<file path="config.mk">
export PLATFORM = sky130hd
export DESIGN_NAME = cpx_sel
export DESIGN_NICKNAME = d
export VERILOG_FILES = /design/src/rtl/cpx_pkg.sv /design/src/rtl/cpx_decode.sv /design/src/rtl/cpx_lookup_stage.sv /design/src/rtl/cpx_out_stage.sv /design/src/rtl/cpx_sel.sv
export SDC_FILE = /design/constraint.sdc
export NUM_CORES = 1
export LEC_CHECK = 0
export ABC_AREA = 1
export CORE_MARGIN = 5
export CORE_UTILIZATION = 25
export CTS_CLUSTER_DIAMETER = 40
export DETAILED_ROUTE_END_ITERATION = 6
export PLACE_DENSITY_LB_ADDON = 0.08
export REMOVE_ABC_BUFFERS = 1
export SLEW_MARGIN = 20
export SYNTH_ARGS = -nofsm -noshare
export SYNTH_HDL_FRONTEND = slang
export SYNTH_SLANG_ARGS = --single-unit
</file>
<file path="constraint.sdc">
create_clock -name clk_i -period 1.9 [get_ports clk_i]
set_clock_uncertainty 0.1 [all_clocks]
set_input_delay 0.19 -clock clk_i [delete_from_list [all_inputs] [get_ports clk_i]]
set_output_delay 0.19 -clock clk_i [all_outputs]
set_load 0.02 [all_outputs]
</file>
<file path="src/rtl/cpx_pkg.sv">
package cpx_pkg;
  localparam int unsigned WORD_W = 32;
  localparam int unsigned RGB_W  = 24;
  localparam int unsigned BYTES  = WORD_W / 8;

  typedef logic [RGB_W-1:0] rgb_t;

  typedef struct packed {
    logic sol;
    logic eof;
    logic direct;
    rgb_t rgb;
  } beat_t;

  // memory byte order to register order
  function automatic logic [WORD_W-1:0] bswap(input logic [WORD_W-1:0] w);
    logic [WORD_W-1:0] r;
    for (int b = 0; b < BYTES; b++) r[8*b +: 8] = w[8*(BYTES-1-b) +: 8];
    return r;
  endfunction
endpackage

</file>
<file path="src/rtl/cpx_decode.sv">
module cpx_decode
  import cpx_pkg::*;
#(
  parameter logic [7:0] DIRECT_TAG = 8'h03
) (
  input  logic [WORD_W-1:0] ctrl_word_i,
  input  logic [WORD_W-1:0] color_word_i,
  output logic              direct_o,
  output rgb_t              rgb_o
);
  logic [WORD_W-1:0] ctrl_sw, color_sw;

  assign ctrl_sw  = bswap(ctrl_word_i);
  assign color_sw = bswap(color_word_i);
  assign direct_o = (ctrl_sw[WORD_W-1 -: 8] == DIRECT_TAG);
  assign rgb_o    = color_sw[RGB_W-1:0];
endmodule

</file>
<file path="src/rtl/cpx_lookup_stage.sv">
module cpx_lookup_stage
  import cpx_pkg::*;
#(
  parameter int unsigned IDX_W = 8
) (
  input  logic             clk_i,
  input  logic             rst_ni,
  input  logic             in_valid_i,
  output logic             in_ready_o,
  input  beat_t            in_beat_i,
  input  logic [IDX_W-1:0] index_i,
  output logic             s1_valid_o,
  output beat_t            s1_beat_o,
  input  logic             s1_ready_i,
  output logic             pal_rd_o,
  output logic [IDX_W-1:0] pal_addr_o
);
  logic  valid_q;
  beat_t beat_q;

  assign in_ready_o = !valid_q || s1_ready_i;
  // palette answers when this register loads; direct pixels skip the read
  assign pal_rd_o   = in_valid_i && in_ready_o && !in_beat_i.direct;
  assign pal_addr_o = index_i;

  always_ff @(posedge clk_i or negedge rst_ni) begin
    if (!rst_ni) begin
      valid_q <= 1'b0;
      beat_q  <= '0;
    end else if (in_ready_o) begin
      valid_q <= in_valid_i;
      if (in_valid_i) beat_q <= in_beat_i;
    end
  end

  assign s1_valid_o = valid_q;
  assign s1_beat_o  = beat_q;
endmodule

</file>
<file path="src/rtl/cpx_out_stage.sv">
module cpx_out_stage
  import cpx_pkg::*;
#(
  parameter bit OUT_REG = 1'b1
) (
  input  logic  clk_i,
  input  logic  rst_ni,
  input  logic  s1_valid_i,
  input  beat_t s1_beat_i,
  output logic  s1_ready_o,
  input  rgb_t  pal_data_i,
  output logic  valid_o,
  input  logic  ready_i,
  output rgb_t  rgb_o,
  output logic  sol_o,
  output logic  eof_o
);
  beat_t merged;

  always_comb begin
    merged = s1_beat_i;
    if (!s1_beat_i.direct) merged.rgb = pal_data_i;
  end

  if (OUT_REG) begin : g_reg
    logic  valid_q;
    beat_t beat_q;

    assign s1_ready_o = !valid_q || ready_i;

    always_ff @(posedge clk_i or negedge rst_ni) begin
      if (!rst_ni) begin
        valid_q <= 1'b0;
        beat_q  <= '0;
      end else if (s1_ready_o) begin
        valid_q <= s1_valid_i;
        if (s1_valid_i) beat_q <= merged;
      end
    end

    assign valid_o = valid_q;
    assign rgb_o   = beat_q.rgb;
    assign sol_o   = beat_q.sol;
    assign eof_o   = beat_q.eof;
  end else begin : g_pass
    assign s1_ready_o = ready_i;
    assign valid_o    = s1_valid_i;
    assign rgb_o      = merged.rgb;
    assign sol_o      = merged.sol;
    assign eof_o      = merged.eof;
  end
endmodule

</file>
<file path="src/rtl/cpx_sel.sv">
module cpx_sel
  import cpx_pkg::*;
#(
  parameter int unsigned IDX_W      = 8,
  parameter logic [7:0]  DIRECT_TAG = 8'h03,
  parameter bit          OUT_REG    = 1'b1
) (
  input  logic             clk_i,
  input  logic             rst_ni,
  input  logic             valid_i,
  output logic             ready_o,
  input  logic [IDX_W-1:0] index_i,
  input  logic [31:0]      color_word_i,
  input  logic [31:0]      ctrl_word_i,
  input  logic             sol_i,
  input  logic             eof_i,
  output logic             pal_rd_o,
  output logic [IDX_W-1:0] pal_addr_o,
  input  logic [23:0]      pal_data_i,
  output logic             valid_o,
  input  logic             ready_i,
  output logic [23:0]      rgb_o,
  output logic             sol_o,
  output logic             eof_o
);
  logic  direct;
  rgb_t  direct_rgb;
  beat_t in_beat, s1_beat;
  logic  s1_valid, s1_ready;

  cpx_decode #(.DIRECT_TAG(DIRECT_TAG)) u_decode (
    .ctrl_word_i (ctrl_word_i),
    .color_word_i(color_word_i),
    .direct_o    (direct),
    .rgb_o       (direct_rgb)
  );

  assign in_beat = '{sol: sol_i, eof: eof_i, direct: direct, rgb: direct_rgb};

  cpx_lookup_stage #(.IDX_W(IDX_W)) u_lookup (
    .clk_i     (clk_i),
    .rst_ni    (rst_ni),
    .in_valid_i(valid_i),
    .in_ready_o(ready_o),
    .in_beat_i (in_beat),
    .index_i   (index_i),
    .s1_valid_o(s1_valid),
    .s1_beat_o (s1_beat),
    .s1_ready_i(s1_ready),
    .pal_rd_o  (pal_rd_o),
    .pal_addr_o(pal_addr_o)
  );

  cpx_out_stage #(.OUT_REG(OUT_REG)) u_out (
    .clk_i     (clk_i),
    .rst_ni    (rst_ni),
    .s1_valid_i(s1_valid),
    .s1_beat_i (s1_beat),
    .s1_ready_o(s1_ready),
    .pal_data_i(pal_data_i),
    .valid_o   (valid_o),
    .ready_i   (ready_i),
    .rgb_o     (rgb_o),
    .sol_o     (sol_o),
    .eof_o     (eof_o)
  );
endmodule

</file>
==> key figures, run 1 <==
Status
  • Result of the run: complete, no violations

Clock network
  • Clock transition at the registers of the reported paths: 0.10 ns
  • Clock Tree Root: sky130_fd_sc_hd__clkbuf_8
  • Maximum clock insertion buffer count: 2
  • Later-pin clock latency in the skew report: 0.30 ns
  • Total clock buffers created by CTS: 5
  • Clock tree from TritonCTS: done
  • Number of clock sinks: 55
  • CTS H-tree depth: 2

Critical path
  • Arrival time of the worst setup path: 1.52 ns
  • Worst R2R Setup Slack: 0.44 ns
  • Number of cells traversed by the worst register-to-register path: 7
  • Endpoint of the most critical register-to-register path: u_lookup.s1_beat_o[19]
  • Worst Setup SP: u_out.valid_o
  • Crit Path Category: register to output pin
  • Maximum net fanout on the critical path: 3
  • Crit path required time: 1.61 ns
  • Kind of start point of the critical path: register
  • Reg-to-reg startpoint: u_out.valid_o
  • Endpoint kind of the worst setup timing path: output pin

STA
  • Post-layout minimum cycle time: 1.81 ns
  • Portion of the clock cycle consumed by the worst path in the final layout: 95.1%
  • Slew Limit Headroom: 79.5%
  • Setup-failing EPs final: 0
  • Final Hold Fails: 0
  • Min setup slack post-route: 0.0940 ns
  • Achievable clock frequency: 0.554 GHz
  • Slew @ Worst Pin: 0.307 ns
  • Fin Setup TNS: 0 ns
  • Unrepaired setup endpoints after global routing: no
  • Max-slew violation count: 0

Logic synthesis
  • Netlist area before placement: 2510 sq um
  • Sequential-to-total area share from yosys stat: 54.7%
  • Cell count after synthesis: 326
  • Area fraction of the dominant cell type after synthesis: 54.7%
  • Per-instance average area after synthesis: 7.71 sq um
  • Number of distinct standard cells referenced by the synthesized netlist: 12
  • Synthesis-stage register bit count: 55
  • Top cells by area in the synthesized netlist: sky130_fd_sc_hd__dfrtp_1, sky130_fd_sc_hd__nand2_1, sky130_fd_sc_hd__o21ai_0
  • Largest area contributor in the netlist: sky130_fd_sc_hd__dfrtp_1
  • Yosys warning count: 0

Floorplan
  • Initial standard-cell utilization of the core: 25.7%
  • Vertical extent of the die: 110 microns
  • Core region area: 9770 sq um
  • Die Span X: 110 microns
  • IO Count: 139
  • DIE AREA: 12,200 sq um
  • Core Rows: 36

Route
  • First-pass detailed-route iteration total: 4
  • Number of routed nets with antenna violations: 0
  • Post-detailed-route via-to-cell ratio: 3.97
  • Number of DRC violations after detailed routing: 0
  • Drt initial violations: 53
  • Wire per inst: 12.6 microns
  • Number of vias after detailed routing: 2,170
  • Final Routed Wirelength: 6920 microns

Worst hold path
  • Start point of the worst min-delay path: index_i[7]
  • End of the worst hold path: pal_addr_o[7]
  • Cell depth of the worst hold path: 0
  • Class of the most critical hold timing path: primary input to output pin

Pwr
  • Leak Pwr: 0.00181 uW
  • Worst IR Drop VDD: 315 uV
  • Cell Pwr Density: 897 nW/um^2

Placement
  • HPWL after DPL: 4710 microns
  • I/O Buffers: 90
  • Post-placement setup slack: 0.0188 ns
  • Final weighted congestion of routability-driven global placement: 0.745

Cells and area
  • Area taken by flip-flops and latches: 1380 sq um
  • Area occupied by multi-input gates: 871 sq um
  • Relative area change from synthesis to final layout: 43.6%
  • Proportion of layout cells with a drive suffix above 1: 5.56%
  • Number of antenna cells inserted: 0
  • # fillers: 1,049
  • # nets final: 515

Job
  • Max-cap violations: 0

GRT
  • Number of global-route vias before repair: 2,142
  • Total grt overflow: 0
  • Pin count of the biggest net entering global routing: 56
  • Global-route wire length before repair: 11,000 microns
  • Initial antenna violation count: 0
  • Total track usage: 12.0%
-- kinds of logic after synthesis --
| family | Yosys count | synth area share (%) |
|---|---|---|
| and+or+nand+nor | 197 | 29.9 |
| DFF | 55 | 54.7 |
| buffers and inverters | 50 | 10.6 |
| AOI/OAI and AO/OA | 24 | 4.78 |
-- placed cells by master, fill, tap and decap left out --
cell type                         count
sky130_fd_sc_hd__inv_1               26
sky130_fd_sc_hd__dlygate4sd2_1        1
sky130_fd_sc_hd__clkdlybuf4s50_1     88
sky130_fd_sc_hd__buf_4                9
sky130_fd_sc_hd__buf_12               2
sky130_fd_sc_hd__clkinv_2             1
sky130_fd_sc_hd__dfrtp_1             55
sky130_fd_sc_hd__clkbuf_8             5
sky130_fd_sc_hd__nor2_1               5
sky130_fd_sc_hd__dlygate4sd3_1        1
sky130_fd_sc_hd__inv_2                2
sky130_fd_sc_hd__nand2_2              2
sky130_fd_sc_hd__nand2_1            189
sky130_fd_sc_hd__clkbuf_1             2
sky130_fd_sc_hd__nand3_2              1
sky130_fd_sc_hd__o21ai_0             24
sky130_fd_sc_hd__buf_2                1
-- routing by layer --
metal,wire (microns),track usage [%]
met1,3340,16.1
met5,0,0
met4,95,3.69
met2,2970,18.0
met3,509,4.31
-- Yosys cell counts (all sizes together) --
library cell,n
inv,28
nand3,1
clkbuf,2
nor2,5
nand2,191
o21ai,24
buf,20
dfrtp,55
-- power by group --
group | total [uW] | internal, uW | switching, uW
combinational | 1070 | 518 | 551
sequential | 1530 | 1400 | 126
clock | 644 | 260 | 383
total | 3240 | 2180 | 1060
-- worst max-delay path, cell delays in order (launching register included) --
cell,delay [ns]
sky130_fd_sc_hd__dfrtp_1,0.41
sky130_fd_sc_hd__nand3_2,0.09
sky130_fd_sc_hd__buf_4,0.11
sky130_fd_sc_hd__clkdlybuf4s50_1,0.59
-- worst max-delay path by stage --
stage                                   to  slack, ns  cells after the start
floorplan           u_lookup.s1_beat_o[24]       0.29                      5
global placement                  pal_rd_o       0.01                      6
detailed placement                pal_rd_o       0.02                      6
CTS                                ready_o       0.07                      3
global route                       ready_o       0.02                      3
finish                             ready_o       0.09                      3
-- state kept, by name, indices dropped and copies added (netlist names) --
register,count
u_lookup.s1_valid_o,1
u_lookup.s1_beat_o,27
u_out.valid_o,1
u_out.sol_o,1
u_out.eof_o,1
u_out.rgb_o,24
-- repair_timing --
item	in CTS	in global routing
setup buffers	0	0
setup endpoints to repair	1	0
gates resized for setup	1	0
hold endpoints to repair	55	0
hold buffers	1	0
-- final cells by class --
cell class              count  area share, %
clock buffers               7           2.11
clock inverters             1          0.139
inverters                  28           2.91
multi-input cells         221           24.1
flip-flops and latches     55           38.1
well taps                 133           4.61
repair buffers            102           28.0
-- through the flow --
step / cells / util, % / hold WS (ns) / cell area (sq um) / power (uW)
3_5_place_dp: 538 / 36.0 / 0.132 / 3520 / 2650
6_report: 547 / 37.0 / 0.280 / 3610 / 3240
2_1_floorplan: 304 / - / -0.206 / 2350 / 2010
4_1_cts: 547 / 37.0 / 0.280 / 3610 / 3310
5_1_grt: 547 / 37.0 / 0.280 / 3610 / 3470
3_3_place_gp: 538 / 36.0 / 0.123 / 3520 / 2640
No activity file was read; power rests on OpenSTA's default activity.
==> run 2: changes to the inputs <==
MAX_ROUTING_LAYER = met4   (was default)
==> run 2 against run 1 <==
Against the previous run:
- flip-flop and latch count stayed put
- sequential power about the same
- first-iteration DRC count increased by 1.9%
- wire length is 0.19% higher
- utilization unchanged
- power hardly changed
- clock-buffer cell count unchanged
- worst hold slack is essentially flat
- final cell count unchanged
- register-to-register slack is essentially flat
- die area is the same
- design area unchanged
- critical path type unchanged
==> key figures, run 2 (synthesis results as in run 1) <==
Cells and area
  • Area taken by flip-flops and latches: 1380 sq um
  • Relative area change from synthesis to final layout: 43.6%
  • Most common library cell in the layout ignoring fill and taps: sky130_fd_sc_hd__nand2_1
  • Number of flip-flops in the largest register: 27
  • # nets final: 515
  • Number of antenna cells inserted: 0
  • # fillers: 1,049
  • Most frequent cells in the layout: sky130_fd_sc_hd__nand2_1, sky130_fd_sc_hd__clkdlybuf4s50_1, sky130_fd_sc_hd__dfrtp_1
  • Proportion of layout cells with a drive suffix above 1: 5.56%
  • Area occupied by multi-input gates: 871 sq um

Critical path
  • Crit path required time: 1.61 ns
  • Arrival time of the worst setup path: 1.52 ns
  • Endpoint kind of the worst setup timing path: output pin
  • Crit Path Category: register to output pin
  • Kind of start point of the critical path: register
  • Maximum net fanout on the critical path: 3
  • Worst R2R Setup Slack: 0.44 ns

GRT
  • Global-route wire length before repair: 10,900 microns
  • Total track usage: 12.3%
  • Pin count of the biggest net entering global routing: 56
  • Total grt overflow: 0
  • Number of global-route vias before repair: 2,142
  • Initial antenna violation count: 0

Pwr
  • Worst IR Drop VDD: 316 uV
  • Power Total: 3240 uW
  • Leak Pwr: 0.00181 uW
  • Cell Pwr Density: 897 nW/um^2

STA
  • Final Hold Fails: 0
  • Fin Setup TNS: 0 ns
  • Post-layout minimum cycle time: 1.81 ns
  • Achievable clock frequency: 0.553 GHz
  • Worst Hold Slack: 0.280 ns
  • Setup-failing EPs final: 0
  • Slew @ Worst Pin: 0.306 ns
  • Slew Limit Headroom: 79.6%
  • Max-slew violation count: 0
  • Unrepaired setup endpoints after global routing: no
  • Portion of the clock cycle consumed by the worst path in the final layout: 95.1%

Clock network
  • Clock Tree Root: sky130_fd_sc_hd__clkbuf_8
  • Number of clock sinks: 55
  • Total clock buffers created by CTS: 5
  • Number of buffers inserted by post-CTS setup repair: 0
  • Clock transition at the registers of the reported paths: 0.10 ns
  • Later-pin clock latency in the skew report: 0.30 ns
  • CTS H-tree depth: 2
  • Clock tree from TritonCTS: done
  • Maximum clock insertion buffer count: 2

Route
  • Number of DRC violations after detailed routing: 0
  • Post-detailed-route via-to-cell ratio: 4.01
  • Final Routed Wirelength: 6930 microns
  • Number of vias after detailed routing: 2,192
  • Wire per inst: 12.7 microns
  • Number of routed nets with antenna violations: 0
  • Drt initial violations: 54
  • First-pass detailed-route iteration total: 4

Placement
  • HPWL after DPL: 4710 microns
  • I/O Buffers: 90
  • Final weighted congestion of routability-driven global placement: 0.754

Floorplan
  • Core Rows: 36
  • DIE AREA: 12,200 sq um
  • IO Count: 139
  • Vertical extent of the die: 110 microns
  • Core region area: 9770 sq um
  • Initial standard-cell utilization of the core: 25.7%
  • Die Span X: 110 microns

Status
  • Result of the run: complete, no violations

Worst hold path
  • Class of the most critical hold timing path: primary input to output pin

Job
  • Max-cap violations: 0
==> run 2: cell counts in the layout (fill, tap and decap cells not counted) <==
Identical to the previous run, type by type.
==> run 2: per-layer routing <==
metal | GRT usage (%) | part of all wire, %
met4 | 3.69 | 1.4
met2 | 18.0 | 43
met3 | 3.84 | 7.0
met5 | - | 0
met1 | 16.4 | 48
==> run 2: area by class of cell <==
class	count	area share, %
multi-input cells	221	24.1
inverters	28	2.91
well taps	133	4.61
flip-flops and latches	55	38.1
clock inverters	1	0.139
repair buffers	102	28.0
clock buffers	7	2.11
==> run 2: critical path, stage by stage (launching register included) <==
cell,delay (ns)
sky130_fd_sc_hd__dfrtp_1,0.41
sky130_fd_sc_hd__nand3_2,0.09
sky130_fd_sc_hd__buf_4,0.11
sky130_fd_sc_hd__clkdlybuf4s50_1,0.59
==> run 2: report_power, final <==
group          leakage [uW]  internal, uW  switching, uW  total [uW]
Clock             0.0000422           260            381         641
Combinational       0.00110           518            552        1070
Sequential         0.000674          1400            127        1530
Total               0.00181          2180           1060        3240
==> run 2: repair_timing <==
action	in CTS	in global routing
hold endpoints to repair	55	0
setup endpoints to repair	1	0
hold buffers	1	0
gates resized for setup	1	0
==> run 2: final timing paths <==
kind | start | endpoint | cells past startpoint
max | u_out.valid_o | ready_o | 3
min | index_i[1] | pal_addr_o[1] | 0
max reg2reg | u_out.valid_o | u_lookup.s1_beat_o[19] | 7
min reg2reg | u_lookup.s1_beat_o[25] | u_out.eof_o | 2
max in group asynchronous | rst_ni | u_out.rgb_o[11] | 3
min in group asynchronous | rst_ni | u_out.rgb_o[4] | 3
==> run 2: through the flow <==
step,utilization [%],setup slack [ns],cell area [sq um],instances
detailed placement,36.0,0.0188,3520,538
global route,37.0,0.0176,3610,547
floorplan,-,0.287,2350,304
CTS,37.0,0.0711,3610,547
finish,37.0,0.0933,3610,547
global placement,36.0,0.0104,3520,538
==> run 3: changes to the inputs <==
SLEW_MARGIN = 5   (was 20)
==> results of run 3 <==
No change in the layout: final DEF, timing and power equal those of run 2.
